<file path="src/rtl/spec_load_tracker.sv">
module spec_load_tracker #(
  parameter int ENTRIES = 8,
  parameter int REG_W   = 7,
  parameter int ADDR_W  = 32
) (
  input  logic              clk,
  input  logic              rst_n,
  input  logic              adv_valid,
  input  logic [REG_W-1:0]  adv_reg,
  input  logic [ADDR_W-1:0] adv_addr,
  input  logic [1:0]        adv_size,
  input  logic              st_valid,
  input  logic [ADDR_W-1:0] st_addr,
  input  logic [1:0]        st_size,
  input  logic              vfy_valid,
  input  logic [REG_W-1:0]  vfy_reg,
  input  logic              vfy_retire,
  output logic              vfy_hit
);
  localparam int IW = (ENTRIES > 1) ? $clog2(ENTRIES) : 1;
  localparam int XW = ADDR_W + 1;

  logic [ENTRIES-1:0] live;
  logic [REG_W-1:0]   tag   [ENTRIES];
  logic [ADDR_W-1:0]  base  [ENTRIES];
  logic [1:0]         szc   [ENTRIES];
  logic [ENTRIES-1:0] older [ENTRIES];

  logic [ENTRIES-1:0] st_kill, vfy_match, adv_match, oldest, alloc_oh;
  logic [IW-1:0]      alloc_idx;

  function automatic logic [XW-1:0] span(input logic [1:0] c);
    return XW'(1) << c;
  endfunction

  always_comb begin
    for (int i = 0; i < ENTRIES; i++) begin
      st_kill[i]   = live[i] && ((XW'(st_addr) < XW'(base[i]) + span(szc[i])) &&
                                 (XW'(base[i]) < XW'(st_addr) + span(st_size)));
      vfy_match[i] = live[i] && (tag[i] == vfy_reg);
      adv_match[i] = live[i] && (tag[i] == adv_reg);
      oldest[i]    = live[i] && (&(older[i] | ~live | (ENTRIES'(1) << i)));
    end
  end

  assign vfy_hit = vfy_valid && |(vfy_match & ~(st_valid ? st_kill : '0));

  always_comb begin
    alloc_idx = '0;
    if (|adv_match) begin
      for (int i = ENTRIES-1; i >= 0; i--) if (adv_match[i]) alloc_idx = IW'(i);
    end else if (~&live) begin
      for (int i = ENTRIES-1; i >= 0; i--) if (!live[i]) alloc_idx = IW'(i);
    end else begin
      for (int i = ENTRIES-1; i >= 0; i--) if (oldest[i]) alloc_idx = IW'(i);
    end
    alloc_oh = adv_valid ? (ENTRIES'(1) << alloc_idx) : '0;
  end

  always_ff @(posedge clk) begin
    if (!rst_n) begin
      live <= '0;
      for (int i = 0; i < ENTRIES; i++) begin
        tag[i]   <= '0;
        base[i]  <= '0;
        szc[i]   <= '0;
        older[i] <= '0;
      end
    end else begin
      for (int i = 0; i < ENTRIES; i++) begin
        if (st_valid && st_kill[i]) live[i] <= 1'b0;
        if (vfy_valid && vfy_retire && vfy_match[i]) live[i] <= 1'b0;
        if (alloc_oh[i]) begin
          live[i]  <= 1'b1;
          tag[i]   <= adv_reg;
          base[i]  <= adv_addr;
          szc[i]   <= adv_size;
          older[i] <= '0;
          for (int j = 0; j < ENTRIES; j++)
            if (j != i) older[j][i] <= 1'b1;
        end
      end
    end
  end

  function automatic logic has_tag(input logic [REG_W-1:0] r);
    logic f;
    f = 1'b0;
    for (int i = 0; i < ENTRIES; i++) if (live[i] && tag[i] == r) f = 1'b1;
    return f;
  endfunction

  logic dup_tag;
  always_comb begin
    dup_tag = 1'b0;
    for (int i = 0; i < ENTRIES; i++)
      for (int j = i + 1; j < ENTRIES; j++)
        if (live[i] && live[j] && tag[i] == tag[j]) dup_tag = 1'b1;
  end


  unique_tag_chk: assert property (@(posedge clk) disable iff (!rst_n) !dup_tag);


  alloc_live_chk: assert property (@(posedge clk) disable iff (!rst_n)
    adv_valid |=> has_tag($past(adv_reg)));


  store_kill_chk: assert property (@(posedge clk) disable iff (!rst_n)
    st_valid |=> ((live & $past(st_kill & ~alloc_oh)) == '0));


  retire_gone_chk: assert property (@(posedge clk) disable iff (!rst_n)
    (vfy_valid && vfy_retire && !(adv_valid && adv_reg == vfy_reg)) |=> !has_tag($past(vfy_reg)));


  keep_live_chk: assert property (@(posedge clk) disable iff (!rst_n)
    (vfy_hit && !vfy_retire && !st_valid) |=> has_tag($past(vfy_reg)));


  one_oldest_chk: assert property (@(posedge clk) disable iff (!rst_n) $onehot0(oldest));
endmodule

</file>
<file path="config.mk">
export PLATFORM = sky130hd
export DESIGN_NAME = spec_load_tracker
export DESIGN_NICKNAME = d
export VERILOG_FILES = /design/src/rtl/spec_load_tracker.sv
export SDC_FILE = /design/constraint.sdc
export NUM_CORES = 1
export LEC_CHECK = 0
export BUFFER_PORTS_ARGS = -buffer_cell sky130_fd_sc_hd__buf_2
export CORE_MARGIN = 1
export CORE_UTILIZATION = 44
export CTS_BUF_LIST = sky130_fd_sc_hd__clkbuf_2
export DETAILED_ROUTE_END_ITERATION = 8
export HOLD_SLACK_MARGIN = 0.08
export PLACE_DENSITY = 0.64
export SETUP_SLACK_MARGIN = 0.15
export SYNTH_ARGS = -nofsm -noshare
export SYNTH_HDL_FRONTEND = slang
export SYNTH_SLANG_ARGS = --single-unit
</file>
<file path="constraint.sdc">
create_clock -name clk -period 7.3 [get_ports clk]
set_clock_uncertainty 0.15 [all_clocks]
set_input_delay 1.095 -clock clk [delete_from_list [all_inputs] [get_ports clk]]
set_output_delay 1.095 -clock clk [all_outputs]
set_load 0.02 [all_outputs]
</file>
**Yosys cells after proc, flatten, opt, wreduce, memory -nomap -nowiden**

Memory sizes are Yosys's and may differ from the RTL's.
Cells that the tools add are included.

- Register bits after elaboration: 8
- Bits in writable memories: 392
- Output and inout port bits: 1
- Word-level logic and storage cells: 460
- Memories: 4

Memory list:

| name | depth | bits a word | rd ports | clocked after memory_dff | write ports | RTL line | text |
|---|---|---|---|---|---|---|---|
| base | 8 | 32 | 8 | 0 | 8 | 25 | `logic [ADDR_W-1:0] base [ENTRIES];` |
| older | 8 | 8 | 8 | 0 | 8 | 27 | `logic [ENTRIES-1:0] older [ENTRIES];` |
| tag | 8 | 7 | 8 | 0 | 8 | 24 | `logic [REG_W-1:0] tag [ENTRIES];` |
| szc | 8 | 2 | 8 | 0 | 8 | 26 | `logic [1:0] szc [ENTRIES];` |

- Add/subtract/negate cells: 9
- Order comparisons: 16
- Equal/unequal tests: 16
- Shifts and indexed selects: 10
- Multiplexer cells: 193
- Bitwise operators: 127
- Reductions and logical operators: 77

Operator list:

| cell | number |
|---|---|
| $lt 32x33->1 | 16 |
| $add 32x33->33 | 9 |
| $shl 1x2->33 const A | 9 |
| $mux 32 | 8 |
| $mux 1 | 134 |
| $or 1x1->1 | 116 |
| $eq 7x7->1 | 16 |
| $mux 3 | 27 |
| $mux 7 | 9 |
| $logic_and 1x1->1 | 58 |
| $or 8x8->8 | 7 |
| $reduce_and 7->1 | 8 |
| $mux 8 | 3 |
| $reduce_bool 3->1 | 8 |
| $mux 2 | 9 |
| $not 8->8 | 2 |
| $reduce_or 8->1 | 2 |
| $and 8x8->8 | 1 |
| $reduce_and 8->1 | 1 |
| $shl 1x3->8 const A | 1 |
| $or 7x7->7 | 1 |
| $mux 6 | 1 |
| $mux 5 | 1 |
| $mux 4 | 1 |

**Longest topological paths before layout**

- Depth in word-level cells: 21
- Mapped depth: 21
- Depth with buffers taken out: 21

**Worst setup path after synthesis**

OpenSTA, ideal clock, no wires.

- Path type: in2out
- From: input port st_size[0]
- To: output port vfy_hit
- Arrival time: 4.992 ns
- Slack: 1.063 ns
- Cell stages on the path: 21
- Path buffers: 1
- Cell sequence: nor2b_1 -> ha_1 -> a21o_1 -> a21o_1 -> a21oi_1 -> nor2b_1 -> and2_1 -> clkbuf_1 -> and3_1 -> nand4_1 -> xor2_1 -> ha_1 -> o21ai_0 -> o21ai_0 -> a41oi_1 -> nor2_1 -> o21ai_0 -> nand3_1 -> a32o_1 -> a221oi_2 -> a41oi_1

- Cells in the longest elaborated chain, start to end: 10

RTL lines:

| element | RTL line | text |
|---|---|---|
| start, declared | 14 | `input logic [1:0] st_size,` |
| $shl 1x2->33 (*) | 33 | `return XW'(1) << c;` |
| $add 32x33->33 (*) | 39 | `(XW'(base[i]) < XW'(st_addr) + span(st_size)));` |
| $lt 32x33->1 | 39 |  |
| $logic_and 1x1->1 (2 in series) | 38 | `st_kill[i] = live[i] && ((XW'(st_addr) < XW'(base[i]) + span(szc[i])) &&` |
| $mux 8 (*) | 46 | `assign vfy_hit = vfy_valid && \|(vfy_match & ~(st_valid ? st_kill : '0));` |
| $not 8->8 (*) | 46 |  |
| $and 8x8->8 (*) | 46 |  |
| $reduce_or 8->1 (*) | 46 |  |
| $logic_and 1x1->1 (*) | 46 |  |
| end, declared | 18 | `output logic vfy_hit` |

Mark *: on every way between the ends. The rest lies on a longest branch, timed or not.

==> flow_metrics.tcl <==
set metrics [dict create \
    ys.flop_type "edfxtp_1" \
    internal_power_w 0.003733 \
    cellLeakagePower_nw 14.51 \
    routed_wl_um 99290 \
    setup_ws_ps 331.3 \
    clk_latency_ps 1230 \
    arrival_ps 5720 \
    r2r_slack_ps 2470 \
    antenna_found_initial 1 \
    ys_types 94 \
    dpl.cell_count 4321 \
    synth_commonest_cells "ha_1 (532), nor2_1 (405), edfxtp_1 (337), nand2_1 (276), xnor2_1 (196)" \
    slew_headroom_pct 21.36 \
    viasPerCell 5.864 \
    grt_pass1_vias 25880 \
    swShare_pct 34.17 \
    ios 89 \
    cts_sinks 392 \
    drcViolationCount 0 \
    synth_edf_count 337 \
    tightest_slew_ps 1178 \
    syn_inst 3279 \
    wl_met3_um 6174 \
    die_w_um 272.2 \
    hp-class "input port to register" \
    cts_tree "yes" \
    final_nets 4118 \
    wl_per_cell_um 21.93 \
    path_max_fanout 5 \
    synthArstFlopShare_pct 0 \
    worstSetupStartpointType "register" \
    drt-pass1-iter-count 5 \
    syn-cell-area_um2 32120 \
    p_switching_w 0.001938 \
    maxCapViolCount 0 \
    syn-num-nets 3908 \
    initial_core_util_pct 44.70 \
    dpl.hpwl_um 76760 \
    power_frac_seq_pct 47.7 \
    htree_levels 3 \
    fillers 6825 \
    grt_pass1_wl_um 150200 \
    cts_root_buf "clkbuf_2" \
    yosysWarningCount 0 \
    worstSetupPathType "register to primary output" \
    clockBufferDepth 3 \
    synth-seq-cells 392 \
    yosys.area.top_type "edfxtp_1" \
    portBuffers 88 \
    timing.final.crit_period_ps 6969 \
    period_share_pct 95.46 \
    grtUsageTotal_pct 26.72 \
    drive_gt1_share_pct 13.14 \
    outcome "finished, final reports clean" \
    min_from "st_valid" \
    drv_slew 0 \
    grt-ovfl-total 0 \
    crit_start "szc[1][4]$_DFFE_PP_" \
    reg2reg_from "live[3]$_SDFFE_PN0P_" \
    highest_layer "met4" \
    place_ws_ps -193.5 \
    clkTransAtPathRegs_ps 120 \
    synth_most_common_cell "ha_1" \
    gp_congestion 0.9487 \
    peakVddDrop_mv 0.1173 \
    ys_top_cells_by_area "edfxtp_1 (32%), ha_1 (21%), xnor2_1 (5.3%), xor2_1 (5.1%), nor2_1 (4.7%)" \
    setup.worst_path.end_class "primary output" \
    instances_no_fill 4528 \
    synth_top_area_share_pct 31.51 \
    first_iter_violations 1942 \
    synthToLayoutAreaGrowth_pct 10.83 \
    critPathRequiredTime_ps 6050 \
    pwr-share-comb_pct 22.8 \
    hold_depth 3 \
    ant_nets 0 \
    wl_met2_um 46520 \
    die_h_um 272.2 \
    yosysSeqAreaShare_pct 34.94 \
    cts_buffers 106 \
    setup_violations 0 \
    core_area_um2 71850 \
    clock_power_share_pct 29.5 \
    dieArea_um2 74080 \
    rsz0062_at_grt "no" \
    vias 26550 \
    grt_max_degree 60 \
    rr_worst_depth 10 \
    m1WireLength_um 42990 \
    finalHoldViolCount 0 \
    fmax_ghz 0.1435 \
    rows 98 \
    syn_area_per_cell_um2 9.795 \
    p_per_area_nw_per_um2 159.3 \
    finalSetupTns_ps 0 \
]
-- layout make-up --
cell class	instances	area [µm²]	area share, %
sequential	392	11220	31.52
clock buffer	139	695.7	1.954
multi-input combinational	2720	20690	58.12
inverter	92	345.3	0.9702
tap	950	1189	3.339
timing repair buffer	177	1114	3.128
antenna	1	2.502	0.007030
clock inverter	57	340.3	0.9561
-- state kept, by name (all words and copies together), names as in the netlist --
register,flops
szc,16
older,56
base,256
tag,56
live,8
-- final timing paths --
kind | to
worst min register to register | older[0][21]$_DFF_P_
worst max-delay path | vfy_hit
worst min-delay path | live[4]$_SDFFE_PN0P_
worst max register to register | base[0][37]$_SDFFCE_PP0P_
-- per-layer routing --
metal | vias up | GRT usage [%]
li1 | 12670 | -
met1 | 12780 | 35.04
met5 | - | 0
met3 | 203 | 3.288
met4 | 0 | 10.78
met2 | 901 | 44.58
-- repair_timing --
action                                  4_1_cts  5_1_grt
pin swaps                                     4       10
buffers inserted                              3        7
gates resized for setup                      59       57
hold buffers                                  0        0
cloned                                        0        0
endpoints found under the setup margin        1        1
-- critical path, cell delays in order (launching register included) --
cell and delay (ps):
edfxtp_1 430, nor2b_2 200, ha_1 290, a21o_1 160, a21o_1 200, a21oi_1 150, nand2b_4 150, nor2_1 40
buf_4 160, and3_1 210, xnor2_1 130, ha_1 300, nand2_1 80, o21ai_4 190, a41oi_1 90, or4_4 480
a31oi_1 170, buf_4 180, o211ai_1 110, o211ai_1 140, buf_4 210, nand2_1 90, a41oi_2 190, buf_4 180
-- cell families (layout without fill, tap and decap cells) --
logic type / Yosys count / in the layout / synth area share [%]
AND/OR/NAND/NOR: 1186 / 1186 / 18.01
AO/OA/AOI/OAI: 611 / 611 / 12.95
adder cells (fa/ha/maj): 541 / 541 / 21.29
flip-flops: 392 / 392 / 34.94
XOR/XNOR: 382 / 382 / 10.42
buffers and inverters: 167 / 465 / 2.404
other: 0 / 1 / 0
-- placed cells by master (no fill, tap or decap), drive strengths merged, types with 47 or more instances in the layout --
cell and n:
ha 532, edfxtp 337, a21o 58, xnor2 196
nand2 277, clkbuf 139, nand4 130, clkinv 52
dfxtp 55, xor2 186, buf 177, o21ai 122
a21oi 166, inv 94, nor3 47, nor2b 54
and3 56, nand3 94, nor2 405
-- power groups by stage --
| stage | Combinational, W | Clock [W] | Sequential [W] |
|---|---|---|---|
| finish | 0.00129 | 0.00167 | 0.00271 |
| detailed placement | 0.00124 | 0 | 0.00275 |
| CTS | 0.00127 | 0.00172 | 0.00270 |
| global route | 0.00145 | 0.00181 | 0.00272 |
| floorplan | 0.000832 | 0 | 0.00270 |
| global placement | 0.00122 | 0 | 0.00275 |
-- through the flow --
stage | utilization (%) | hold slack, ps | area, µm² | total power [W]
2_1_floorplan | - | 280.8 | 32120 | 0.003534
3_5_place_dp | 47.24 | 296.9 | 33940 | 0.003996
3_3_place_gp | 47.24 | 288.6 | 33940 | 0.003974
6_report | 49.54 | 300.3 | 35600 | 0.005671
5_1_grt | 49.54 | 258.5 | 35600 | 0.005983
4_1_cts | 49.06 | 173.9 | 35250 | 0.005684
No activity file was read; power rests on OpenSTA's default activity.
